--- src/rtl/xclk_pkg.sv ---
package xclk_pkg;

    typedef enum logic [2:0] {
        ST_HOLD_LO = 3'd0,
        ST_HOLD_HI = 3'd1,
        ST_RUN_HI  = 3'd2,
        ST_RUN_LO  = 3'd3,
        ST_PASS    = 3'd4
    } xclk_state_t;

endpackage

--- src/rtl/xclk_phase.sv ---
// Splits a divisor into high-phase and low-phase lengths.
module xclk_phase #(
    parameter int CODE_W = 5
) (
    input  logic [CODE_W-1:0] n_div,
    output logic [CODE_W-1:0] hi_len,
    output logic [CODE_W-1:0] lo_len
);

    always_comb begin
        hi_len = n_div >> 1;
        lo_len = n_div - (n_div >> 1);
    end

endmodule

--- src/rtl/xclk_fsm.sv ---
// Mode state machine, phase counter and registered divided output.
module xclk_fsm
    import xclk_pkg::*;
#(
    parameter int CODE_W = 5
) (
    input  logic              clk,
    input  logic              rst_n,
    input  logic [CODE_W-1:0] code_in,
    input  logic [CODE_W-1:0] hi_len,
    input  logic [CODE_W-1:0] lo_len,
    output xclk_state_t       state,
    output logic [CODE_W-1:0] act_code,
    output logic              at_boundary,
    output logic              div_q
);

    localparam logic [CODE_W-1:0] CODE_LOW  = '0;
    localparam logic [CODE_W-1:0] CODE_HIGH = CODE_W'(1);
    localparam logic [CODE_W-1:0] CODE_BYP  = '1;

    xclk_state_t       nxt_state;
    logic [CODE_W-1:0] cnt, nxt_cnt;
    logic [CODE_W-1:0] nxt_code;

    // State register
    always_ff @(posedge clk or negedge rst_n) begin
        if (!rst_n) begin
            state    <= ST_HOLD_LO;
            cnt      <= '0;
            act_code <= CODE_LOW;
        end else begin
            state    <= nxt_state;
            cnt      <= nxt_cnt;
            act_code <= nxt_code;
        end
    end

    // Next-state logic
    always_comb begin
        nxt_state   = state;
        nxt_cnt     = cnt;
        nxt_code    = act_code;
        at_boundary = 1'b0;
        unique case (state)
            ST_HOLD_LO, ST_HOLD_HI, ST_PASS: at_boundary = 1'b1;
            ST_RUN_HI: begin
                if (cnt == hi_len - 1'b1) begin
                    nxt_state = ST_RUN_LO;
                    nxt_cnt   = '0;
                end else begin
                    nxt_cnt = cnt + 1'b1;
                end
            end
            ST_RUN_LO: begin
                if (cnt == lo_len - 1'b1) at_boundary = 1'b1;
                else                      nxt_cnt     = cnt + 1'b1;
            end
            default: at_boundary = 1'b1;
        endcase
        if (at_boundary) begin
            nxt_code = code_in;
            nxt_cnt  = '0;
            if (code_in == CODE_LOW)       nxt_state = ST_HOLD_LO;
            else if (code_in == CODE_HIGH) nxt_state = ST_HOLD_HI;
            else if (code_in == CODE_BYP)  nxt_state = ST_PASS;
            else                           nxt_state = ST_RUN_HI;
        end
    end

    // Output register
    always_ff @(posedge clk or negedge rst_n) begin
        if (!rst_n) div_q <= 1'b0;
        else        div_q <= (nxt_state == ST_RUN_HI) || (nxt_state == ST_HOLD_HI);
    end

endmodule

--- src/rtl/xclk_outmux.sv ---
// Pass-through gate armed on falling edges, merged with the divided output.
module xclk_outmux
    import xclk_pkg::*;
(
    input  logic        clk,
    input  logic        rst_n,
    input  xclk_state_t state,
    input  logic        div_q,
    output logic        byp_q,
    output logic        xclk
);

    always_ff @(negedge clk or negedge rst_n) begin
        if (!rst_n) byp_q <= 1'b0;
        else        byp_q <= (state == ST_PASS);
    end

    assign xclk = div_q | (clk & byp_q);

endmodule

--- src/rtl/xclk_gen.sv ---
module xclk_gen
    import xclk_pkg::*;
#(
    parameter int CODE_W = 5
) (
    input  logic              clk,
    input  logic              rst_n,
    input  logic [CODE_W-1:0] div_code,
    output logic              xclk
);

    xclk_state_t       state;
    logic [CODE_W-1:0] act_code;
    logic [CODE_W-1:0] hi_len, lo_len;
    logic              at_boundary;
    logic              div_q;
    logic              byp_q;

    xclk_phase #(.CODE_W(CODE_W)) u_phase (
        .n_div  (act_code),
        .hi_len (hi_len),
        .lo_len (lo_len)
    );

    xclk_fsm #(.CODE_W(CODE_W)) u_fsm (
        .clk         (clk),
        .rst_n       (rst_n),
        .code_in     (div_code),
        .hi_len      (hi_len),
        .lo_len      (lo_len),
        .state       (state),
        .act_code    (act_code),
        .at_boundary (at_boundary),
        .div_q       (div_q)
    );

    xclk_outmux u_mux (
        .clk   (clk),
        .rst_n (rst_n),
        .state (state),
        .div_q (div_q),
        .byp_q (byp_q),
        .xclk  (xclk)
    );

endmodule

--- config.mk ---
export PLATFORM = sky130hd
export DESIGN_NAME = xclk_gen
export DESIGN_NICKNAME = d
export VERILOG_FILES = /design/src/rtl/xclk_pkg.sv /design/src/rtl/xclk_phase.sv /design/src/rtl/xclk_fsm.sv /design/src/rtl/xclk_outmux.sv /design/src/rtl/xclk_gen.sv
export SDC_FILE = /design/constraint.sdc
export NUM_CORES = 1
export LEC_CHECK = 0
export BUFFER_PORTS_ARGS = -buffer_cell sky130_fd_sc_hd__buf_4
export CAP_MARGIN = 20
export CORE_ASPECT_RATIO = 0.7
export CORE_MARGIN = 3
export CORE_UTILIZATION = 52
export CTS_CLUSTER_DIAMETER = 150
export DETAILED_ROUTE_END_ITERATION = 16
export MAX_ROUTING_LAYER = met4
export PLACE_DENSITY = 0.73
export SYNTH_ARGS = -nofsm -noshare
export SYNTH_HDL_FRONTEND = slang
export SYNTH_SLANG_ARGS = --single-unit
--- constraint.sdc ---
create_clock -name clk -period 2.81 [get_ports clk]
set_input_delay 0.1405 -clock clk [delete_from_list [all_inputs] [get_ports clk]]
set_output_delay 0.1405 -clock clk [all_outputs]
set_load 0.01 [all_outputs]
### Yosys cells after proc, flatten, opt, wreduce, memory -nomap -nowiden

Index checks and enable logic that the tools add are counted.

* register bits after elaboration: 15
* bits of input ports: 7
* output and inout bits: 1
* logic and storage cells: 37

* add/subtract/negate cells: 4
* eq/ne operators: 10
* mux-type cells: 12
* bitwise gates (word level): 2
* reduce and logical (&&, ||, !) cells: 4

Operator list (count)
* $mux 3: 6
* $mux 5: 3
* $eq 5x5->1: 2
* $pmux 5 s2: 1
* $eq 3x2->1 const B: 3
* $add 5x1->5 const B: 1
* $eq 5x1->1 const B: 1
* $eq 5x5->1 const B: 1
* $logic_not 5->1: 1
* $sub 4x1->5 const B: 1
* $sub 5x1->5 const B: 1
* $sub 5x4->5: 1
* $eq 3x1->1 const B: 1
* $eq 3x3->1 const B: 1
* $ne 3x3->1 const B: 1
* $reduce_bool 3->1: 1
* $pmux 1 s2: 1
* $reduce_and 2->1: 1
* $and 1x1->1: 1
* $logic_or 1x1->1: 1
* $mux 1: 1
* $or 1x1->1: 1

### Longest topological paths before layout

Gate-level depths: netlist of the first run.

* depth after elaboration: 8
* mapped depth: 9
* mapped depth without buffers: 8

### Cells and area by module

Synthesis of the first run repeated with hierarchy kept, for this count alone.

* cell total of the unflattened synthesis: 108
* area, all modules: 1103.6 um^2

By module, submodules not included
* xclk_fsm: times used 1, cells each 80, area each 868.3 um^2, seq. area each 350.3 um^2
* xclk_phase: times used 1, cells each 25, area each 190.2 um^2, seq. area each 0.0 um^2
* xclk_outmux: times used 1, cells each 3, area each 45.0 um^2, seq. area each 25.0 um^2

==> flow_metrics.env, run 1 <==
export IMPL_status="completed"
export IMPL_reg2reg_setup_slack_ps=220
export IMPL_num_nets_final=128
export IMPL_core_sq_mm=0.00168
export IMPL_seq_area_sq_um=375
export IMPL_clk_pin_slew_ps=90
export IMPL_whs_ps=115
export IMPL_cap_viol_max_count=0
export IMPL_timing_critical_path_to_type="flop"
export IMPL_yosys_register_bits=15
export IMPL_grt_max_degree=16
export IMPL_gp_congestion=0.808
export IMPL_rsz0062_at_grt="no"
export IMPL_worst_pin_slew_ps=545
export IMPL_drt_first_pass_iters=4
export IMPL_drc_errors=0
export IMPL_leakage_nw=0.521
export IMPL_tritoncts="done"
export IMPL_via_per_inst=5.46
export IMPL_first_iter_violations=17
export IMPL_die_area_sq_mm=0.00247
export IMPL_synth_fa_ha_area_share_pct=13.4
export IMPL_synth_edf_count=0
export IMPL_grt_pass1_wl_microns=3270
export IMPL_synth_fp_nets=107
export IMPL_hold_path_class="input port to async pin"
export IMPL_syn_area_sq_um=991
export IMPL_dp_worst_setup_slack_ps=187
export IMPL_antennaDiodeCount=0
export IMPL_clock_latency_ps=410
export IMPL_fin_setup_tns_ps=0
export IMPL_r2r_start="u_fsm.act_code[0]"
export IMPL_post_synth_top_area_fraction_pct=35.4
export IMPL_yosys_warnings=0
export IMPL_grt_usage_pct=19.4
export IMPL_ys_seq_area_share_pct=37.9
export IMPL_multi_input_area_sq_um=571
export IMPL_synth_compound_area_share_pct=7.20
export IMPL_worstPathMaxFanout=9
export IMPL_vias=715
export IMPL_die_w_microns=58.2
export IMPL_rows=12
export IMPL_post_cts_resized=0
export IMPL_synth_top_family_by_area="XOR/XNOR gates"
export IMPL_async_flop_share_pct=100
export IMPL_ir_worst_vdd_mv=0.313
export IMPL_io_buffer_count=7
export IMPL_period_needed_ps=2590
export IMPL_synth_xor_area_share_pct=15.9
export IMPL_fin_total_pwr_mw=0.426
export IMPL_slew_viol_final=0
export IMPL_drtAntennaViolNets=0
export IMPL_startpoint="u_fsm.act_code[0]"
export IMPL_arrival_ps=2910
export IMPL_start_util_pct=58.9
export IMPL_antenna_found_initial=0
export IMPL_area_growth_synth_to_final_pct=18.9
export IMPL_yosys_top_cells_area="dfrtp_1, ha_1, xnor2_1"
export IMPL_startpoint_type="flop"
export IMPL_worstSetupPathType="flop to flop"
export IMPL_fin_ws_ps=223
export IMPL_skew_ps=11.9
export IMPL_crit_required_ps=3140
export IMPL_pwr_density_cell_mw_per_mm2=362
export IMPL_hpwl_microns=1420
export IMPL_avgRoutedWirePerCell_microns=14.8
export IMPL_ios=8
export IMPL_period_share_pct=92.0
export IMPL_drive_above_1_share_pct=21.8
export IMPL_synth_top_area_cell="dfrtp_1"
export IMPL_syn_inst=90
export IMPL_syn_avg_cell_area_sq_um=11.0
export IMPL_fillers=131
export IMPL_synth_distinct_cells=30
export IMPL_grt_overflow_total=0
export IMPL_hold_violations=0
export IMPL_synth_flop_cell="dfrtp_1"
export IMPL_setup_viol=0
export IMPL_relSlewSlack_pct=63.6
export IMPL_fmax_mhz=387
export IMPL_die_h_microns=42.5
export IMPL_synthTopCellsByCount="dfrtp_1, xnor2_1, ha_1, inv_1, xor2_1"
export IMPL_grt_pass1_vias=744
export IMPL_synthSimpleGateAreaFrac_pct=12.5
export IMPL_wirelength_microns=1940
export IMPL_synth_mux_area_share_pct=8.59
export IMPL_post_cts_buffers=0
export IMPL_yosysMostFrequentCell="dfrtp_1"
## repair_timing
action                                  CTS  global route
endpoints found under the setup margin    0             1
endpoints found under the hold margin    19             0
hold buffers                              6             0
## cell usage in the layout, fill, tap and decap left out, types with 2 or more instances in the layout
master          n
inv_1           8
nor2_1          4
mux2_4          2
xor2_1          6
buf_4           9
nor3_1          5
clkbuf_4        6
nand2b_1        2
xnor2_1        12
nand3_1         3
ha_1            9
nand4_1         2
o21ai_0         2
dlygate4sd3_1   6
mux2_2          4
dfrtp_1        14
## state kept, by name, summed over array words and instances, names as in the netlist
name and cells:
u_fsm.act_code 5, u_fsm.cnt 5, u_fsm.div_q 1, u_fsm.state 3, u_mux.byp_q 1
## final cells by class
cell class                      instances  share of cell area, %
Multi-Input combinational cell         65                   48.4
Sequential cell                        15                   31.8
Timing Repair Buffer                   14                   10.2
Clock buffer                            8                   4.78
Tap cell                               21                   2.23
Inverter                                8                   2.55
## power breakdown
group | switching, mW | internal [mW]
registers | 0 | 0.216
logic | 0.00940 | 0.0118
clock network | 0.0867 | 0.103
## final timing paths
path	endpoint	cells after the start
max	u_fsm.div_q	8
min	u_fsm.act_code[4]	2
max reg2reg	u_fsm.div_q	8
min reg2reg	u_fsm.act_code[0]	1
max in group asynchronous	u_mux.byp_q	2
min in group clk	u_fsm.act_code[0]	3
## worst max-delay path, cell delays in order, from the launching register on
cell and delay (ps):
dfrtp_1 390, ha_1 240, fa_1 420, xnor2_1 220, xnor2_1 150, nand4_1 160, o311ai_4 500, buf_4 250
mux2i_1 180
## through the flow
step | area [sq um] | cells | util [%]
after detailed placement | 1070 | 118 | 63.6
after global placement | 1070 | 118 | 63.6
after CTS | 1180 | 131 | 70.1
final | 1180 | 131 | 70.1
after floorplan | 991 | 90 | -
after global routing | 1180 | 131 | 70.1
## layer usage
metal  share of wire, %  global-route usage (%)  vias up  wire, microns
li1                   -                       -      342              -
met1                 47                    22.4      347            913
met5                  0                       -        -              0
met4                2.4                    9.72        0             46
met2                 45                    27.3       19            873
met3                5.6                    10.2        7            108
## cells by family after synthesis
family	after synthesis
adders and majority gates	10
and+or+nand+nor	23
buffers and inverters	10
muxes	7
AOI/OAI and AO/OA	7
DFF	15
xor gates and xnor gates	18
(Power assumes the default switching activity.)
==> run 2: changes to the inputs <==
--- a/config.mk
+++ b/config.mk
@@ -14,6 +14,7 @@
 export DETAILED_ROUTE_END_ITERATION = 16
 export MAX_ROUTING_LAYER = met4
 export PLACE_DENSITY = 0.73
+export RECOVER_POWER = 25
 export SYNTH_ARGS = -nofsm -noshare
 export SYNTH_HDL_FRONTEND = slang
 export SYNTH_SLANG_ARGS = --single-unit
==> run 2 against run 1 <==
Net effect:
- hold slack improved by 200 ps
- highest routed layer unchanged
- critical path type unchanged
- fmax unchanged
- worst setup slack unchanged
- power decreased by 0.16%
- largest cell class unchanged
- global-route usage unchanged
- flip-flop and latch count unchanged
==> flow_metrics.env, run 2 (synthesized netlist as in run 1, its figures left out) <==
export IMPL_worst_pin_slew_ps=773
export IMPL_arrival_ps=2910
export IMPL_ios=8
export IMPL_met1_usage_pct=22.4
export IMPL_final_common_cell="dfrtp_1"
export IMPL_grt_busiest_layer="met2"
export IMPL_reg_top3="u_fsm.act_code x5, u_fsm.cnt x5, u_fsm.state x3"
export IMPL_worstPathMaxFanout=9
export IMPL_tritoncts="done"
export IMPL_grt_max_degree=16
export IMPL_start_util_pct=58.9
export IMPL_slew_viol_final=0
export IMPL_fmax_mhz=387
export IMPL_grt_pass1_vias=744
export IMPL_status="completed"
export IMPL_pwr_density_cell_mw_per_mm2=362
export IMPL_r2r_end="u_fsm.div_q"
export IMPL_fin_ws_ps=223
export IMPL_fin_setup_tns_ps=0
export IMPL_reg2reg_setup_slack_ps=220
export IMPL_hpwl_microns=1420
export IMPL_whs_ps=318
export IMPL_crit_chain="ha_1, fa_1, xnor2_1, xnor2_1, nand4_1, o311ai_4, buf_4, mux2i_1"
export IMPL_first_iter_violations=17
export IMPL_dp_worst_setup_slack_ps=187
export IMPL_fin_util_pct=69.9
export IMPL_startpoint_type="flop"
export IMPL_worstSetupPathType="flop to flop"
export IMPL_grt_pass1_wl_microns=3270
export IMPL_num_nets_final=128
export IMPL_leakage_nw=0.517
export IMPL_hold_violations=0
export IMPL_die_w_microns=58.2
export IMPL_post_cts_resized=0
export IMPL_r2r_start="u_fsm.act_code[0]"
export IMPL_fillers=133
export IMPL_setup_viol=0
export IMPL_rows=12
export IMPL_cap_viol_max_count=0
export IMPL_gp_congestion=0.808
export IMPL_die_area_sq_mm=0.00247
export IMPL_io_buffer_count=7
export IMPL_skew_ps=11.9
export IMPL_area_growth_synth_to_final_pct=18.6
export IMPL_vias=715
export IMPL_hold_path_class="input port to async pin"
export IMPL_drtAntennaViolNets=0
export IMPL_via_per_inst=5.46
export IMPL_post_cts_buffers=0
export IMPL_timing_critical_path_to_type="flop"
export IMPL_rsz0062_at_grt="no"
export IMPL_antennaDiodeCount=0
export IMPL_clock_latency_ps=410
export IMPL_ir_worst_vdd_mv=0.313
export IMPL_wirelength_microns=1940
export IMPL_grt_met2_usage_pct=27.3
export IMPL_grt_overflow_total=0
export IMPL_avgRoutedWirePerCell_microns=14.8
export IMPL_die_h_microns=42.5
export IMPL_grt_usage_pct=19.4
export IMPL_relSlewSlack_pct=48.4
export IMPL_final_cell_mix="dfrtp_1, xnor2_1, ha_1"
export IMPL_drive_above_1_share_pct=20.9
export IMPL_period_needed_ps=2590
export IMPL_clk_pin_slew_ps=90
export IMPL_core_sq_mm=0.00168
export IMPL_drc_errors=0
export IMPL_drt_first_pass_iters=4
export IMPL_cpMaxStageDelayCell="o311ai_4"
export IMPL_worstRegToRegCells=8
export IMPL_antenna_found_initial=0
export IMPL_grtUsageMet3_pct=10.2
export IMPL_crit_required_ps=3140
export IMPL_slowest_delay_ps=500
export IMPL_period_share_pct=92.0
export IMPL_crit_path_frequent_cell="xnor2_1"
-- run 2: layout make-up --
type / count / area (sq um) / area share (%)
Clock buffer: 8 / 56.3 / 4.79
Inverter: 8 / 30.0 / 2.56
Multi-Input combinational cell: 65 / 571 / 48.6
Sequential cell: 15 / 375 / 31.9
Tap cell: 21 / 26.3 / 2.24
Timing Repair Buffer: 14 / 116 / 9.90
-- run 2: through the flow --
stage	instance area (sq um)	power (mW)	cells
2_1_floorplan	991	0.222	90
3_3_place_gp	1070	0.234	118
3_5_place_dp	1070	0.235	118
4_1_cts	1180	0.432	131
5_1_grt	1170	0.447	131
6_report	1170	0.425	131
-- run 2: worst max path at each step --
stage,startpoint,to,slack (ps)
after floorplan,u_fsm.act_code[1],u_fsm.act_code[3],240
after global placement,u_fsm.act_code[0],u_fsm.act_code[1],270
after detailed placement,u_fsm.act_code[0],u_fsm.act_code[4],190
after CTS,u_fsm.act_code[0],u_fsm.div_q,170
after global routing,u_fsm.act_code[1],u_fsm.div_q,50
final,u_fsm.act_code[0],u_fsm.div_q,220
-- run 2: critical path, delay by kind of cell, from the launching register on --
| kind | cells | cell delay, ps |
|---|---|---|
| mux | 1 | 180 |
| xor+xnor | 2 | 370 |
| compound gates | 1 | 500 |
| buf+inv | 1 | 250 |
| fa+ha+maj | 2 | 660 |
| flops | 1 | 390 |
| simple gates | 1 | 160 |
-- run 2: per-layer routing --
layer  share of wire, %  vias up
met5                  0        -
met4                2.4        0
met3                5.6        7
met2                 45       19
met1                 47      347
li1                   -      342
-- run 2: power breakdown --
| group | total [mW] | switching, mW | internal, mW | leakage, nW |
|---|---|---|---|---|
| Combinational | 0.0205 | 0.00937 | 0.0111 | 0.282 |
| Sequential | 0.216 | 0 | 0.216 | 0.190 |
| Clock | 0.189 | 0.0867 | 0.103 | 0.0454 |
| Total | 0.425 | 0.0960 | 0.329 | 0.517 |
-- run 2: repair_timing --
| action | in CTS | in global routing |
|---|---|---|
| endpoints found under the setup margin | 0 | 1 |
| hold buffers | 6 | 0 |
| endpoints found under the hold margin | 19 | 0 |
==> run 3: changes to the inputs <==
--- a/config.mk
+++ b/config.mk
@@ -13,8 +13,9 @@
 export CTS_CLUSTER_DIAMETER = 150
 export DETAILED_ROUTE_END_ITERATION = 16
 export MAX_ROUTING_LAYER = met4
-export PLACE_DENSITY = 0.73
+export PLACE_DENSITY = 0.72
 export RECOVER_POWER = 25
 export SYNTH_ARGS = -nofsm -noshare
 export SYNTH_HDL_FRONTEND = slang
+export SYNTH_HIERARCHICAL = 1
 export SYNTH_SLANG_ARGS = --single-unit
==> constraint.sdc (replaced) <==
create_clock -name clk -period 2.81 [get_ports clk]
set_input_delay 0.4215 -clock clk [delete_from_list [all_inputs] [get_ports clk]]
set_output_delay 0.4215 -clock clk [all_outputs]
set_load 0.01 [all_outputs]
==> run 3 against run 2 <==
Net effect:
- the run now ends with negative setup slack left
- worst setup slack got worse by 230 ps
- hold slack got worse by 32 ps
- die area increased by 9.9%
- critical path type is now flop to output port
- final cell count increased by 11%
- via count increased by 9.4%
==> flow_metrics.env, run 3 <==
export IMPL_status="finished, violations left"
export IMPL_failed_checks="negative setup slack"
export IMPL_worstRegToRegCells=12
export IMPL_dp_worst_setup_slack_ps=-39.4
export IMPL_setup_viol=1
export IMPL_hold_start="div_code[4]"
export IMPL_synth_edf_count=0
export IMPL_yosys_warnings=6
export IMPL_yosysMostFrequentCell="dfrtp_1"
export IMPL_ys_seq_area_share_pct=34.0
export IMPL_die_area_sq_mm=0.00272
export IMPL_hpwl_microns=1530
export IMPL_syn_inst=108
export IMPL_final_cell_mix="dfrtp_1, inv_1, buf_4, xnor2_1, xor2_1"
export IMPL_synth_top_area_cell="dfrtp_1"
export IMPL_area_growth_synth_to_final_pct=18.5
export IMPL_grt_overflow_total=0
export IMPL_via_per_inst=5.36
export IMPL_ios=8
export IMPL_yosys_register_bits=15
export IMPL_first_iter_violations=19
export IMPL_clock_latency_ps=390
export IMPL_tritoncts="done"
export IMPL_r2r_start="u_fsm/act_code[0]"
export IMPL_skew_ps=14.1
export IMPL_drc_errors=0
export IMPL_synth_flop_cell="dfrtp_1"
export IMPL_drt_first_pass_iters=4
export IMPL_crit_chain="a21o_1, buf_6"
export IMPL_synth_distinct_cells=38
export IMPL_grt_usage_pct=18.6
export IMPL_crit_required_ps=2390
export IMPL_hold_violations=0
export IMPL_antenna_found_initial=0
export IMPL_postPlaceCellArea_sq_mm=0.00115
export IMPL_io_buffer_count=7
export IMPL_grt_pass1_vias=825
export IMPL_avgRoutedWirePerCell_microns=13.9
export IMPL_arrival_ps=2400
export IMPL_startpoint="u_mux/byp_q"
export IMPL_hold_path_class="input port to flop"
export IMPL_vias=782
export IMPL_synthTopCellsByCount="dfrtp_1, inv_1, xnor2_1, xor2_1, ha_1"
export IMPL_grt_pass1_wl_microns=3460
export IMPL_critPathTopFamily="flip-flops"
export IMPL_clk_pin_slew_ps=80
export IMPL_rows=13
export IMPL_core_sq_mm=0.00194
export IMPL_path_depth=2
export IMPL_slowest_delay_ps=330
export IMPL_worst_path_buf_inv=1
export IMPL_reg_top3="u_fsm/act_code x5, u_fsm/cnt x5, u_fsm/state x3"
export IMPL_timing_critical_path_to_type="output port"
export IMPL_yosys_top_cells_area="dfrtp_1, ha_1, xnor2_1"
export IMPL_die_w_microns=61.1
export IMPL_wirelength_microns=2030
export IMPL_worstSetupPathType="flop to output port"
export IMPL_worstPathMaxFanout=1
export IMPL_cap_viol_max_count=0
export IMPL_antennaDiodeCount=0
export IMPL_gp_congestion=0.725
export IMPL_worstHoldPathCells=2
export IMPL_slew_viol_final=0
export IMPL_async_flop_share_pct=100
export IMPL_num_nets_final=140
export IMPL_grt_max_degree=16
export IMPL_drtAntennaViolNets=0
export IMPL_post_synth_top_area_fraction_pct=31.7
export IMPL_relSlewSlack_pct=45.9
export IMPL_start_util_pct=57.0
export IMPL_worst_pin_slew_ps=812
export IMPL_die_h_microns=44.5
export IMPL_fin_util_pct=67.6
export IMPL_finalInstanceArea_sq_mm=0.00131
export IMPL_final_common_cell="dfrtp_1"
export IMPL_synth_fp_nets=123
export IMPL_rsz0062_at_grt="yes"
export IMPL_syn_area_sq_mm=0.00110
export IMPL_cpMaxStageDelayCell="dfrtn_1"
export IMPL_syn_avg_cell_area_sq_um=10.2
export IMPL_fin_ws_ps=-8.76
export IMPL_drive_above_1_share_pct=31.5
export IMPL_startpoint_type="flop"
-- run 3: changes by cell type in the layout (fill, tap and decap cells not counted), sizes merged, moves of 3 or more --
cell,delta
buf,+6
dlygate4sd3,-5
inv,+4
nand3,+3
nor3,-3
-- run 3: final timing paths --
check                                     to  slack [ps]
max                                     xclk          -9
min                        u_fsm/act_code[4]         290
max reg2reg                u_fsm/act_code[3]          60
min reg2reg                     u_fsm/cnt[0]         550
max in group asynchronous        u_mux/byp_q         370
min in group asynchronous       u_fsm/cnt[2]         640
-- run 3: metrics by stage --
| step | TNS, ps | hold WS [ps] | std cells |
|---|---|---|---|
| after floorplan | 0 | 126 | 108 |
| after global placement | 0 | 282 | 133 |
| after detailed placement | -112 | 286 | 133 |
| after CTS | -24.1 | 276 | 145 |
| after global routing | -453 | 266 | 146 |
| final | -8.76 | 287 | 146 |
-- run 3: kinds of logic (layout without fill, tap and decap cells) --
kind of cell	Yosys count	count (layout)	share of synthesized area (%)
multiplexers	5	5	5.78
AO/OA/AOI/OAI	13	13	9.86
XOR/XNOR	19	19	15.8
buffers and inverters	19	35	9.52
other	1	1	0.340
AND/OR/NAND/NOR	28	28	15.0
flip-flops	15	15	34.0
adder cells (fa/ha/maj)	8	8	9.75
-- run 3: repair_timing --
action	CTS	global route
pin swaps	0	11
resized for setup	2	16
hold buffers	1	0
endpoints found under the setup margin	6	14
cloned	0	0
setup buffers	4	1
hold endpoints to repair	14	0
-- run 3: worst register-to-register path, stage by stage, from the launching register on --
cell and delay (ps):
dfrtp_1 400, inv_2 80, ha_4 130, inv_2 40, fa_2 390, a21o_1 170
a21oi_2 130, xnor2_1 100, xnor2_1 250, xnor2_2 120, o41ai_4 310, buf_6 200
mux2_4 300
-- run 3: final cells by class --
| type | instances | area [sq um] |
|---|---|---|
| multi-input cells | 74 | 673 |
| fillers | 136 | 628 |
| flip-flops and latches | 15 | 375 |
| repair buffers | 15 | 126 |
| clock buffers | 8 | 60.1 |
| inverters | 12 | 45.0 |
| well taps | 22 | 27.5 |
-- run 3: metal layers --
layer,share of wire [%],up-vias,track usage (%)
met5,0,-,-
met4,0,0,11.3
met3,3.1,0,5.25
met2,48,14,26.8
met1,49,379,22.9
li1,-,389,-
Power of run 3 is not shown: default switching activity piles up to over one toggle a cycle in this logic, so the estimate is an artifact.
